File: config.mk
export PLATFORM = sky130hd
export DESIGN_NAME = bch_syndrome_gen
export DESIGN_NICKNAME = d
export VERILOG_FILES = /design/src/rtl/bch_syn_pkg.sv /design/src/rtl/bch_rem_lfsr.sv /design/src/rtl/bch_syn_eval.sv /design/src/rtl/bch_syn_ctrl.sv /design/src/rtl/bch_syndrome_gen.sv
export SDC_FILE = /design/constraint.sdc
export NUM_CORES = 1
export LEC_CHECK = 0
export ABC_AREA = 1
export BUFFER_PORTS_ARGS = -buffer_cell sky130_fd_sc_hd__buf_2
export CAP_MARGIN = 20
export CORE_UTILIZATION = 58
export DETAILED_ROUTE_END_ITERATION = 10
export PLACE_DENSITY = 0.8
export REMOVE_ABC_BUFFERS = 1
export SETUP_SLACK_MARGIN = 0.02
export SLEW_MARGIN = 20
export SYNTH_ARGS = -nofsm -noshare
export SYNTH_HDL_FRONTEND = slang
export SYNTH_HIERARCHICAL = 1
export SYNTH_SLANG_ARGS = --single-unit
File: constraint.sdc
create_clock -name clk -period 3.55 [get_ports clk]
set_input_delay 0.71 -clock clk [delete_from_list [all_inputs] [get_ports clk]]
set_output_delay 0.71 -clock clk [all_outputs]
set_load 0.01 [all_outputs]
File: src/rtl/bch_syn_pkg.sv
package bch_syn_pkg;
    typedef enum logic [1:0] {
        ST_IDLE    = 2'd0,
        ST_COLLECT = 2'd1,
        ST_REPORT  = 2'd2
    } syn_state_t;
endpackage

File: src/rtl/bch_rem_lfsr.sv
module bch_rem_lfsr #(
    parameter int         M   = 4,
    parameter int         P   = 4,
    parameter logic [M:0] PHI = 5'b10011
) (
    input  logic         clk,
    input  logic         rst_n,
    input  logic         load_en,
    input  logic         restart,
    input  logic [P-1:0] data_word,
    output logic [M-1:0] rem_q,
    output logic [M-1:0] rem_next
);
    // divide by PHI: each bit does r = r*x + b mod PHI
    always_comb begin
        logic [M-1:0] acc;
        logic         fb;
        acc = restart ? '0 : rem_q;
        for (int b = P - 1; b >= 0; b--) begin
            fb  = acc[M-1];
            acc = {acc[M-2:0], data_word[b]};
            if (fb) acc = acc ^ PHI[M-1:0];
        end
        rem_next = acc;
    end

    always_ff @(posedge clk) begin
        if (!rst_n)       rem_q <= '0;
        else if (load_en) rem_q <= rem_next;
    end
endmodule

File: src/rtl/bch_syn_eval.sv
module bch_syn_eval #(
    parameter int         M    = 4,
    parameter int         T    = 2,
    parameter logic [M:0] PRIM = 5'b10011
) (
    input  logic [T*M-1:0]   rem_flat,
    output logic [2*T*M-1:0] syn_flat
);
    localparam int Q = (1 << M) - 1;

    function automatic logic [M-1:0] times_x(input logic [M-1:0] a);
        logic [M-1:0] r;
        r = {a[M-2:0], 1'b0};
        if (a[M-1]) r = r ^ PRIM[M-1:0];
        return r;
    endfunction

    function automatic logic [M-1:0] alpha_pow(input int k);
        logic [M-1:0] r;
        r    = '0;
        r[0] = 1'b1;
        for (int n = 0; n < Q; n++)
            if (n < k) r = times_x(r);
        return r;
    endfunction

    function automatic logic [M-1:0] gf_mul(input logic [M-1:0] a, input logic [M-1:0] b);
        logic [M-1:0] acc;
        logic [M-1:0] sh;
        acc = '0;
        sh  = a;
        for (int k = 0; k < M; k++) begin
            if (b[k]) acc = acc ^ sh;
            sh = times_x(sh);
        end
        return acc;
    endfunction

    always_comb begin
        logic [M-1:0] s [2*T+1];
        logic [M-1:0] rem;
        s[0] = '0;
        for (int idx = 1; idx <= 2 * T; idx++) begin
            if (idx % 2 == 1) begin
                rem = rem_flat[((idx - 1) / 2) * M +: M];
                s[idx] = '0;
                for (int j = 0; j < M; j++)
                    if (rem[j]) s[idx] = s[idx] ^ alpha_pow((idx * j) % Q);
            end else begin
                s[idx] = gf_mul(s[idx / 2], s[idx / 2]);
            end
        end
        for (int idx = 1; idx <= 2 * T; idx++)
            syn_flat[(idx - 1) * M +: M] = s[idx];
    end
endmodule

File: src/rtl/bch_syn_ctrl.sv
module bch_syn_ctrl
    import bch_syn_pkg::*;
#(
    parameter int WORDS = 4
) (
    input  logic clk,
    input  logic rst_n,
    input  logic frame_start,
    input  logic data_valid,
    output logic accept,
    output logic restart,
    output logic last_word,
    output logic done
);
    localparam int CW = $clog2(WORDS + 1);

    syn_state_t    state_q, state_d;
    logic [CW-1:0] cnt_q;

    always_ff @(posedge clk) begin
        if (!rst_n) state_q <= ST_IDLE;
        else        state_q <= state_d;
    end

    always_ff @(posedge clk) begin
        if (!rst_n)       cnt_q <= '0;
        else if (restart) cnt_q <= CW'(1);
        else if (accept)  cnt_q <= cnt_q + CW'(1);
    end

    always_comb begin
        state_d = state_q;
        unique case (state_q)
            ST_IDLE: begin
                if (last_word)   state_d = ST_REPORT;
                else if (accept) state_d = ST_COLLECT;
            end
            ST_COLLECT: begin
                if (last_word)   state_d = ST_REPORT;
            end
            ST_REPORT: begin
                if (last_word)   state_d = ST_REPORT;
                else if (accept) state_d = ST_COLLECT;
                else             state_d = ST_IDLE;
            end
            default:             state_d = ST_IDLE;
        endcase
    end

    always_comb begin
        restart   = data_valid & frame_start;
        accept    = data_valid & (frame_start | (state_q == ST_COLLECT));
        last_word = accept & (restart ? (WORDS == 1) : (cnt_q == CW'(WORDS - 1)));
        done      = (state_q == ST_REPORT);
    end
endmodule

File: src/rtl/bch_syndrome_gen.sv
module bch_syndrome_gen #(
    parameter int                 M         = 4,
    parameter int                 T         = 2,
    parameter int                 N         = 15,
    parameter int                 P         = 4,
    parameter logic [M:0]         PRIM      = 5'b10011,
    parameter logic [T*(M+1)-1:0] MIN_POLYS = {5'b11111, 5'b10011}
) (
    input  logic             clk,
    input  logic             rst_n,
    input  logic             frame_start,
    input  logic             data_valid,
    input  logic [P-1:0]     data_word,
    output logic [2*T*M-1:0] syndromes,
    output logic             done,
    output logic             err_detected
);
    localparam int WORDS = (N + P - 1) / P;

    logic             accept, restart, last_word;
    logic [T*M-1:0]   rem_q_flat, rem_next_flat;
    logic [2*T*M-1:0] syn_next;
    logic [2*T*M-1:0] syn_q;
    logic             err_q;

    bch_syn_ctrl #(.WORDS(WORDS)) u_ctrl (
        .clk        (clk),
        .rst_n      (rst_n),
        .frame_start(frame_start),
        .data_valid (data_valid),
        .accept     (accept),
        .restart    (restart),
        .last_word  (last_word),
        .done       (done)
    );

    for (genvar k = 0; k < T; k++) begin : g_div
        bch_rem_lfsr #(
            .M  (M),
            .P  (P),
            .PHI(MIN_POLYS[k*(M+1) +: M+1])
        ) u_div (
            .clk      (clk),
            .rst_n    (rst_n),
            .load_en  (accept),
            .restart  (restart),
            .data_word(data_word),
            .rem_q    (rem_q_flat[k*M +: M]),
            .rem_next (rem_next_flat[k*M +: M])
        );
    end

    bch_syn_eval #(.M(M), .T(T), .PRIM(PRIM)) u_eval (
        .rem_flat(rem_next_flat),
        .syn_flat(syn_next)
    );

    always_ff @(posedge clk) begin
        if (!rst_n) begin
            syn_q <= '0;
            err_q <= 1'b0;
        end else if (last_word) begin
            syn_q <= syn_next;
            err_q <= |syn_next;
        end
    end

    assign syndromes    = syn_q;
    assign err_detected = err_q;
endmodule

==> impl_metrics.tcl <==
set metrics [dict create \
    grt_max_degree 23 \
    startpoint_type "input port" \
    cp.required_ns 3.80 \
    power.ir.vdd_worst_uv 226 \
    pwr-share-seq_pct 35.7 \
    clk_latency_ns 0.34 \
    cts.sinks 30 \
    h-tree-depth 2 \
    min_period_ns 3.21 \
    crit_buf_inv 7 \
    grt_overflow 0 \
    crit_slowest_cell "ha_1" \
    period_share_pct 90.4 \
    finalNonFillerCells 397 \
    pwr-share-clk_pct 22.1 \
    clk_path_buf_depth 2 \
    cts_made_buffers 5 \
    synth_common_cells "85 x nand2_1, 43 x inv_1, 41 x nor2_1, 30 x dfxtp_1, 27 x nand3_1" \
    synth_fa_ha_area_share_pct 3.01 \
    r2r-start "g_div[0].u_div/rem_q[3]" \
    grt_pass1_vias 1742 \
    core_mm2 0.00339 \
    status "completed" \
    holdWs_ns 0.465 \
    antenna_left 0 \
    finalPower_mw 1.01 \
    skew_ns 0.00389 \
    dieArea_mm2 0.00382 \
    yosysTopAreaCell "dfxtp_1" \
    r2r_slack_ns 0.72 \
    synth_top_family_by_area "simple AND/OR/NAND/NOR gates" \
    synth_xor_area_share_pct 3.32 \
    cts-root-buf "clkbuf_4" \
    slew_headroom_pct 38.3 \
    reg2reg_to "err_detected" \
    setup_viol 0 \
    power.internal_mw 0.595 \
    firstDrtPassIters 4 \
    tightest_slew_ns 0.924 \
    synth_compound_area_share_pct 7.53 \
    synth_seq_area_share_pct 28.9 \
    grt_pass1_wl_um 7030 \
    slew_viol_final 0 \
    critPathKind "input port to flip-flop" \
    fillCellCount 318 \
    worst_path_most_repeated_cell "nand2_1" \
    rsz0062_at_grt "false" \
    synth_ff_type "dfxtp_1" \
    n_antenna_cell 0 \
    synthesis.area_mm2 0.00208 \
    total_leakage_power_nw 1.27 \
    final_util_pct 66.3 \
    slowest_delay_ns 0.34 \
    io-pin-count 26 \
    setup_tns_ns 0 \
    yosys.area.top_type_share_pct 28.9 \
    port_buffers 25 \
    register_area_um2 601 \
    fin_nets 363 \
    place_ws_ns 0.0730 \
    drc 0 \
    netSwitchingFraction_pct 40.9 \
    crit_arrival_ns 3.46 \
    routed_wirelength_um 4180 \
    vias 1982 \
    yosysUniqueCellTypes 30 \
    setup_slack_ns 0.342 \
    routedWlPerCell_um 10.5 \
    rr_worst_depth 25 \
    syn_inst 326 \
    postSynthAreaPerCell_um2 6.37 \
    grt.total_usage_pct 25.0 \
    p_sw_mw 0.413 \
    tritoncts "done" \
    multi_input_area_mm2 0.00117 \
    cp_top_family "simple AND/OR/NAND/NOR gates" \
    finalInstanceArea_mm2 0.00225 \
    max_freq_mhz 312 \
    worstSetupEndpoint "err_detected" \
    dpl.cell_count 389 \
    synth_area_leaders "dfxtp_1 29%, nand2_1 15%, inv_1 7.8%" \
    maxCapViolCount 0 \
    rows 21 \
    clk_pin_slew_ns 0.10 \
    start_util_pct 61.2 \
    cp-startpoint "data_valid" \
    critPathMaxFanout 9 \
    synthMuxAreaShare_pct 0 \
    comb_power_share_pct 42.2 \
    hold_violations 0 \
    end_kind "flip-flop" \
    dp_hpwl_um 3120 \
    drtIter0Drc 118 \
    viasPerCell 4.99 \
    cp.depth 29 \
    cts_setup_buffers 0 \
    drive_above_1_share_pct 22.2 \
    dpl_cell_area_mm2 0.00218 \
    holdBufCountCts 0 \
    hold_path.class "flip-flop to flip-flop" \
    power_density_mw_per_mm2 449 \
    gp_congestion 0.890 \
    ys_warn_count 6 \
    synth_edf_count 0 \
    cts_resized 0 \
    antenna_found_initial 0 \
    async_flop_share_pct 0 \
    ys_ff_latch 30 \
    synth-simple-area-share_pct 42.4 \
    die_y_um 61.8 \
    die-width_um 61.8 \
    yosysMostFrequentCell "nand2_1" \
    area_growth_pct 8.26 \
]
-- metal layers --
| metal | vias to the layer above | routed length (µm) | global-route usage [%] |
|---|---|---|---|
| li1 | 1053 | - | - |
| met4 | 0 | 73 | 10.5 |
| met3 | 9 | 191 | 7.87 |
| met5 | - | 0 | 0 |
| met1 | 873 | 1990 | 28.9 |
| met2 | 47 | 1920 | 42.5 |
-- sequential cells by signal, summed over array words and instances (netlist names) --
signal             count
syndromes             16
g_div.u_div/rem_q      8
u_ctrl/cnt_q           3
u_ctrl/state_q         2
err_detected           1
-- layout by cell type (no fill, tap or decap) --
cell type,instances
nand3_1,27
nor3_1,2
nand4_1,3
xnor2_1,4
xor2_1,2
a21oi_1,9
clkinv_1,1
clkbuf_8,1
inv_4,1
inv_6,1
nand2_4,3
nor2_2,14
nor2_1,41
o21ai_1,6
nand2_1,85
clkinv_2,1
ha_1,5
clkinvlp_4,1
inv_2,6
buf_2,25
o21ai_2,1
o211ai_1,1
nand3_4,1
inv_1,43
clkbuf_4,5
buf_4,4
nand3_2,4
dfxtp_1,30
o21ai_0,13
nand2_2,9
xnor2_2,1
nand3b_1,1
-- power by group through the flow --
stage / clock network, mW / registers (mW) / logic [mW]
3_3_place_gp: 0 / 0.367 / 0.413
2_1_floorplan: 0 / 0.365 / 0.337
6_report: 0.223 / 0.360 / 0.425
4_1_cts: 0.229 / 0.359 / 0.422
5_1_grt: 0.245 / 0.362 / 0.484
3_5_place_dp: 0 / 0.367 / 0.422
-- kinds of logic (layout without fill, tap and decap cells) --
logic type,Yosys count,count (layout)
and+or+nand+nor,190,190
buffers and inverters,64,89
xor gates and xnor gates,7,7
AOI/OAI and AO/OA,30,30
DFF,30,30
adders and majority gates,5,5
-- final cells by class --
class | count | area share, %
clock buffer | 6 | 2.28
sequential | 30 | 26.7
clock inverter | 2 | 0.557
multi-input combinational | 232 | 51.9
timing repair buffer | 29 | 6.90
inverter | 52 | 9.02
tap | 46 | 2.56
-- worst min-delay path by stage --
stage,start,end,slack [ns],cells past startpoint
floorplan,syndromes[15],syndromes[15],0.48,2
global placement,syndromes[15],syndromes[15],0.45,2
detailed placement,syndromes[15],syndromes[15],0.45,2
CTS,syndromes[15],syndromes[15],0.47,2
global route,syndromes[15],syndromes[15],0.51,2
finish,syndromes[15],syndromes[15],0.47,2
-- worst register-to-register path, delay by kind of cell (launching register included) --
| kind | cells | cell delay, ns |
|---|---|---|
| simple gates | 18 | 1.32 |
| flops | 1 | 0.40 |
| buf+inv | 5 | 0.35 |
| fa+ha+maj | 2 | 0.69 |
No activity file was read; power rests on OpenSTA's default activity.
